--- config.mk ---
export PLATFORM = sky130hd
export DESIGN_NAME = pad_test_ctrl
export DESIGN_NICKNAME = d
export VERILOG_FILES = /design/src/rtl/tmc_pkg.sv /design/src/rtl/tmc_strap_latch.sv /design/src/rtl/tmc_nand_chain.sv /design/src/rtl/tmc_pad_mux.sv /design/src/rtl/pad_test_ctrl.sv
export SDC_FILE = /design/constraint.sdc
export NUM_CORES = 1
export LEC_CHECK = 0
export BUFFER_PORTS_ARGS = -buffer_cell sky130_fd_sc_hd__buf_2
export CORE_AREA = 5 5 109 111
export CTS_CLUSTER_SIZE = 25
export DETAILED_ROUTE_END_ITERATION = 10
export DIE_AREA = 0 0 114 116
export PLACE_DENSITY = 0.57
export SYNTH_ARGS = -nofsm -noshare
export SYNTH_HDL_FRONTEND = slang
export SYNTH_SLANG_ARGS = --single-unit
--- constraint.sdc ---
create_clock -name clk -period 1.6 [get_ports clk]
set_input_delay 0.16 -clock clk [delete_from_list [all_inputs] [get_ports clk]]
set_output_delay 0.16 -clock clk [all_outputs]
set_load 0.05 [all_outputs]
--- src/rtl/tmc_pkg.sv ---
// Shared types for the pad ring test mode controller.
// Assumes: strap pins are already synchronous to clk while reset is held.
package tmc_pkg;

    typedef enum logic [1:0] {
        TM_NORMAL = 2'd0,
        TM_HIGHZ  = 2'd1,
        TM_NTREE  = 2'd2
    } test_mode_e;

    typedef struct packed {
        logic test;
        logic tck;
        logic texec;
        logic ti;
    } strap_t;

    // Map a strap combination onto a mode; anything unlisted is normal.
    function automatic test_mode_e decode_strap(input strap_t s);
        test_mode_e m;
        m = TM_NORMAL;
        if (s.test && !s.tck) begin
            if (!s.texec && s.ti)
                m = TM_HIGHZ;
            else if (s.texec && !s.ti)
                m = TM_NTREE;
        end
        return m;
    endfunction

endpackage

--- src/rtl/tmc_strap_latch.sv ---
// Strap latch: keeps loading the decoded strap mode on every clock edge
// while reset is low and holds the last loaded value once reset is
// released. Assumes the straps are stable around the release edge.
module tmc_strap_latch
    import tmc_pkg::*;
(
    input  logic       clk,
    input  logic       rst_n,
    input  strap_t     strap,
    output test_mode_e mode
);

    // Purpose: capture mode during reset, freeze it afterwards.
    always_ff @(posedge clk) begin
        if (!rst_n)
            mode <= decode_strap(strap);
    end

endmodule

--- src/rtl/tmc_nand_chain.sv ---
// One NAND-tree chain: position 0 passes its pad through, and each later
// position k NANDs the previous stage with pad k. Purely combinational,
// so the tester sets the pace. Assumes LEN >= 2.
module tmc_nand_chain #(
    parameter int LEN = 18
) (
    input  logic [LEN-1:0] taps,
    output logic           result
);

    logic [LEN-1:0] stage;

    // Purpose: ripple the NAND stages in fixed tap order.
    always_comb begin
        stage[0] = taps[0];
        for (int k = 1; k < LEN; k++)
            stage[k] = ~(stage[k-1] & taps[k]);
    end

    assign result = stage[LEN-1];

endmodule

--- src/rtl/tmc_pad_mux.sv ---
// Per-pad control selection. Each pad gets a role from its index: chain A
// result, chain B result, test output, or ordinary pad. Assumes the three
// special indices are distinct and inside the pad range.
module tmc_pad_mux
    import tmc_pkg::*;
#(
    parameter int NUM_PADS = 41,
    parameter int RES_A    = 38,
    parameter int RES_B    = 39,
    parameter int TOUT     = 40
) (
    input  test_mode_e          mode,
    input  logic                res_a,
    input  logic                res_b,
    input  logic [NUM_PADS-1:0] core_oe,
    input  logic [NUM_PADS-1:0] core_do,
    input  logic [NUM_PADS-1:0] core_pe,
    output logic [NUM_PADS-1:0] pad_oe,
    output logic [NUM_PADS-1:0] pad_do,
    output logic [NUM_PADS-1:0] pad_pe
);

    for (genvar i = 0; i < NUM_PADS; i++) begin : g_pad
        logic oe_l, do_l, pe_l;

        if (i == RES_A || i == RES_B) begin : g_result
            logic res_l;
            assign res_l = (i == RES_A) ? res_a : res_b;
            // Purpose: result pad drives its chain in NAND-tree mode.
            always_comb begin
                oe_l = core_oe[i];
                do_l = core_do[i];
                pe_l = core_pe[i];
                case (mode)
                    TM_HIGHZ: begin oe_l = 1'b0; do_l = 1'b0; pe_l = 1'b0; end
                    TM_NTREE: begin oe_l = 1'b1; do_l = res_l; end
                    default:  ;
                endcase
            end
        end else if (i == TOUT) begin : g_tout
            // Purpose: test output stays with the core except in high-Z.
            always_comb begin
                oe_l = core_oe[i];
                do_l = core_do[i];
                pe_l = core_pe[i];
                if (mode == TM_HIGHZ) begin
                    oe_l = 1'b0;
                    do_l = 1'b0;
                    pe_l = 1'b0;
                end
            end
        end else begin : g_plain
            // Purpose: ordinary pad floats in both test modes.
            always_comb begin
                oe_l = core_oe[i];
                do_l = core_do[i];
                pe_l = core_pe[i];
                case (mode)
                    TM_HIGHZ: begin oe_l = 1'b0; do_l = 1'b0; pe_l = 1'b0; end
                    TM_NTREE: begin oe_l = 1'b0; do_l = 1'b0; end
                    default:  ;
                endcase
            end
        end

        assign pad_oe[i] = oe_l;
        assign pad_do[i] = do_l;
        assign pad_pe[i] = pe_l;
    end

endmodule

--- src/rtl/pad_test_ctrl.sv ---
// Top of the pad ring test mode controller. Latches the strap mode at
// reset, builds two NAND-tree chains over the chain pad inputs and steers
// the pad controls. Pad order: chain A, chain B, spares, result A,
// result B, test output. Assumes CHAIN_LEN >= 2.
module pad_test_ctrl
    import tmc_pkg::*;
#(
    parameter  int CHAIN_LEN  = 18,
    parameter  int SPARE_PADS = 2,
    localparam int RES_A      = 2 * CHAIN_LEN + SPARE_PADS,
    localparam int RES_B      = RES_A + 1,
    localparam int TOUT       = RES_A + 2,
    localparam int NUM_PADS   = RES_A + 3
) (
    input  logic                   clk,
    input  logic                   rst_n,
    input  logic                   strap_test,
    input  logic                   strap_tck,
    input  logic                   strap_texec,
    input  logic                   strap_ti,
    input  logic [2*CHAIN_LEN-1:0] chain_pad_in,
    input  logic [NUM_PADS-1:0]    core_oe,
    input  logic [NUM_PADS-1:0]    core_do,
    input  logic [NUM_PADS-1:0]    core_pe,
    output logic [NUM_PADS-1:0]    pad_oe,
    output logic [NUM_PADS-1:0]    pad_do,
    output logic [NUM_PADS-1:0]    pad_pe,
    output logic [1:0]             mode_o
);

    strap_t     strap;
    test_mode_e mode;
    logic [1:0] chain_res;

    assign strap = '{test: strap_test, tck: strap_tck,
                     texec: strap_texec, ti: strap_ti};

    tmc_strap_latch u_latch (
        .clk   (clk),
        .rst_n (rst_n),
        .strap (strap),
        .mode  (mode)
    );

    for (genvar c = 0; c < 2; c++) begin : g_chain
        tmc_nand_chain #(.LEN(CHAIN_LEN)) u_chain (
            .taps   (chain_pad_in[c*CHAIN_LEN +: CHAIN_LEN]),
            .result (chain_res[c])
        );
    end

    tmc_pad_mux #(
        .NUM_PADS (NUM_PADS),
        .RES_A    (RES_A),
        .RES_B    (RES_B),
        .TOUT     (TOUT)
    ) u_mux (
        .mode    (mode),
        .res_a   (chain_res[0]),
        .res_b   (chain_res[1]),
        .core_oe (core_oe),
        .core_do (core_do),
        .core_pe (core_pe),
        .pad_oe  (pad_oe),
        .pad_do  (pad_do),
        .pad_pe  (pad_pe)
    );

    assign mode_o = mode;

endmodule

# Yosys cells after proc, flatten, opt, wreduce, memory -nomap -nowiden
# Index checks and enable logic that the tools add are counted.
[op_classes] order_cmp=0 shift=0 bitwise=69 n_mux=125 reduce_logical=8 add_sub_neg=0 n_div=0 mul=0 n_eq_ne=2
[op_table] operator="$mux 1" n=120
[op_table] operator="$not 1->1" n=35
[op_table] operator="$and 1x1->1" n=34
[op_table] operator="$pmux 1 s2" n=4
[op_table] operator="$reduce_or 2->1" n=2
[op_table] operator="$logic_and 1x1->1" n=3
[op_table] operator="$logic_not 1->1" n=3
[op_table] operator="$eq 2x1->1 const B" n=1
[op_table] operator="$eq 2x2->1 const B" n=1
[op_table] operator="$mux 2" n=1
[totals] word_cells=206 romBits=0 mem_count=0 in_bits=165 ff_bits=2 out_inout_bits=125 latchBits=0 ram_bits=0

# Longest topological paths before layout
[depth] depth_word=35 depth_mapped=7 depth_no_buf=6

# By module
# From an unflattened synthesis, not the netlist that was laid out.
[hier_totals] hier_cells=304 hier_area_um2=2115.8
[modules_own_cells] mod="tmc_pad_mux" cells_per_inst=271 area_each_um2=1874.3 seq_area_each_um2=0.0 instances=1
[modules_own_cells] mod="tmc_nand_chain" cells_per_inst=14 area_each_um2=76.3 seq_area_each_um2=0.0 instances=2
[modules_own_cells] mod="tmc_strap_latch" cells_per_inst=5 area_each_um2=88.8 seq_area_each_um2=60.1 instances=1

# Least setup slack after synthesis
# No wires, ideal clock.
[synth_path] path_type="reg2out" startpoint="register u_latch.mode[0]" endpoint="output port pad_do[39]" arrival_time_ns=1.879 required_ns=1.440 path_stages_with_launch=7 path_buffers=3 setup_slack_ns=-0.439 cell_sequence="edfxtp_1 > inv_1 > ha_1 > buf_2 > clkbuf_1 > a221o_1 > buf_4"
[synth_between] elab_chain_cells=2 elab_cells_between_ends=3 classes_between="eq/ne (2); mux (1)"
[synth_lines] element="start: declaration" line="tmc_strap_latch.sv:10" text="output test_mode_e mode"
[synth_lines] element="start signal: assignment" line="tmc_strap_latch.sv:16" text="mode <= decode_strap(strap);"
[synth_lines] element="$eq 2x2->1 or $eq 2x1->1 (tied branches)" line="tmc_pad_mux.sv:34" text="case (mode)"
[synth_lines] element="$pmux 1 s2 (*)" line="tmc_pad_mux.sv:34"
[synth_lines] element="end: declaration" line="pad_test_ctrl.sv:26" text="output logic [NUM_PADS-1:0] pad_do,"
# Every way passes the cells marked *; elsewhere a longest branch is shown, timed or not.

# Worst setup path in the final report
[layout_path] startpoint="register u_latch.mode[1]" endpoint="output port pad_do[38]"
# The elaborated chain is that of the path after synthesis.

==> impl_metrics.py <==
metrics = {
    "sta": {
        "fin_ws_ps": -174,
        "finalMaxSlewViolations": 0,
        "timing.fmax_mhz": 564,
        "hold_viol": 0,
        "grt_setup_unrepaired": "yes",
        "finalCritPeriodShare_pct": 111,
        "relSlewSlack_pct": 78.8,
        "whs_ps": 242,
        "tightestPinTransition_ps": 313,
        "fin_crit_ps": 1770,
        "setup_violations": 122,
        "finalSetupTns_ps": -9040,
    },
    "die": {
        "die_w_um": 114,
        "num_rows": 38,
        "io_pins": 290,
        "dieArea_mm2": 0.0132,
        "die_h_um": 116,
        "core-area_mm2": 0.0107,
        "initial_core_util_pct": 19.2,
    },
    "place": {
        "gp_congestion": 0.772,
        "place_inst": 604,
        "port_buffers": 289,
        "hpwl_mm": 6.83,
        "placed_area_mm2": 0.00283,
    },
    "clock_tree": {
        "root_buffer": "clkbuf_8",
        "cts_buffer_depth": 2,
        "cts_tree": "done",
        "htreeDepth": 1,
        "cts.sink_count": 2,
        "clkTransAtPathRegs_ps": 30,
        "cts_buffers": 3,
    },
    "power_and_ir_drop": {
        "ir_worst_vdd_uv": 393,
        "cellPowerDensity_mw_per_mm2": 641,
        "power.leakage_uw": 0.00218,
    },
    "status": {
        "outcome": "finished, violations left",
        "violations": "setup timing",
    },
    "yosys": {
        "ys_ff_latch": 2,
        "yosysWarnings": 0,
        "ys.flop_type": "edfxtp_1",
        "syn-instance-count": 302,
        "netlist-cell-type-count": 20,
        "synth_edf_count": 2,
        "synth_async_sr_flop_share_pct": 0,
        "syn_nets": 469,
        "ys_seq_area_share_pct": 2.92,
        "synth.cell_area_mm2": 0.00206,
        "synth.area.top_cells": "buf_4, and2_1, nor2b_1, edfxtp_1, clkbuf_1",
        "synth_area_leader_cell": "buf_4",
        "post_synth.cell_area_avg_um2": 6.81,
        "yosysMostFrequentCell": "buf_4",
        "synth_top_area_share_pct": 44.9,
        "synth_commonest_cells": "buf_4, and2_1, nor2b_1, clkbuf_1, inv_1",
    },
    "routing": {
        "wl_met2_mm": 5.00,
        "antenna_left": 0,
        "drc_errors": 0,
        "vias": 2314,
        "wl_per_cell_um": 14.5,
        "vias_per_cell": 3.75,
        "wl_met3_mm": 1.13,
        "wl_mm": 8.95,
        "drtIter0Drc": 46,
        "firstDrtPassIters": 5,
        "wl_met1_mm": 2.78,
        "dr.max_layer_used": "met4",
    },
    "setup_path": {
        "cp-start-kind": "flip-flop",
        "cp_num_buf_inv": 2,
        "critPathMaxStageDelay_ps": 420,
        "crit_family": "flip-flops",
        "startpoint": "u_latch.mode[1]",
        "critPathKind": "reg2out",
        "cp_slowest_cell": "edfxtp_1",
        "crit_chain": "ha_4 -> buf_12 -> a221o_1 -> buf_6",
        "cp-end-kind": "output port",
        "crit_path_max_fanout": 62,
        "worst_ep_arrival_time_ps": 1610,
        "worst_ep_required_time_ps": 1440,
    },
    "final_layout": {
        "seqCellArea_um2": 60.1,
        "regMostFlops": "u_latch.mode",
        "syn_to_final_growth_pct": 98.2,
        "top_regs": "u_latch.mode (2)",
        "multiInputGateArea_mm2": 0.00126,
        "drive_gt1_share_pct": 76.9,
        "num-nets-final": 645,
        "stdcell_area_mm2": 0.00407,
        "final_cells": 617,
        "fillers": 1084,
        "largest_reg_flops": 2,
        "finish.utilization_pct": 38.1,
    },
    "hold_path": {
        "min_from": "rst_n",
        "min_path_type": "in2reg",
    },
    "global_routing": {
        "grt_pass1_vias": 2429,
        "globalRouteTotalUtil_pct": 10.9,
        "grt_max_degree": 63,
        "grt-ovfl-total": 0,
        "grt_antenna_before_repair": 1,
        "grt_pass1_wl_mm": 11.8,
    },
    "job": {
        "maxCapViolCount": 0,
    },
}
-- final cells by class --
type	instances	area share [%]
multi-input cells	155	30.9
inverters	9	0.829
flip-flops and latches	2	1.47
repair buffers	307	61.5
diodes	1	0.0614
well taps	140	4.30
clock buffers	3	1.01
-- per-layer routing --
layer | global-route usage [%] | up-vias
li1 | - | 1149
met1 | 10.5 | 986
met2 | 22.0 | 173
met3 | 3.71 | 6
met4 | 2.69 | 0
met5 | 0 | -
-- what timing repair did --
| action | in CTS | in global routing |
|---|---|---|
| endpoints found under the setup margin | 123 | 123 |
| gates cloned | 4 | 1 |
| pin swaps | 5 | 3 |
| setup buffers | 1 | 4 |
| hold buffers | 0 | 0 |
| gates resized for setup | 252 | 92 |
-- where the power goes --
group	switching (uW)	total [uW]	internal [uW]
clock network	34.9	194	159
logic	1410	2350	942
registers	3.09	65.0	62.0
total	1450	2610	1160
-- layout by cell type, fill, tap and decap left out, types with 4 or more instances in the layout --
master and instances:
buf_2 166, buf_6 117, and2_1 74, nor2b_4 24, nor2b_2 21, buf_4 9
buf_8 8, inv_1 7, nand2_1 6, a311oi_1 4, nand3_1 4
-- per-stage QoR --
step	power, uW	setup slack, ps
global placement	1870	-80.6
CTS	2510	-192
finish	2610	-174
detailed placement	1870	-103
floorplan	1750	-260
global route	2730	-226
-- cell families after synthesis --
group                      count (synthesis)  synth area share [%]
DFF                                        2                  2.92
AOI/OAI and AO/OA                         12                  4.14
adders and majority gates                  2                  1.22
and+or+nand+nor                          141                  42.7
buffers and inverters                    145                  49.0
-- worst paths after layout --
path / endpoint / slack, ps / cells past startpoint
max: pad_do[38] / -170 / 4
min: u_latch.mode[0] / 240 / 2
No activity file was read; power rests on OpenSTA's default activity.
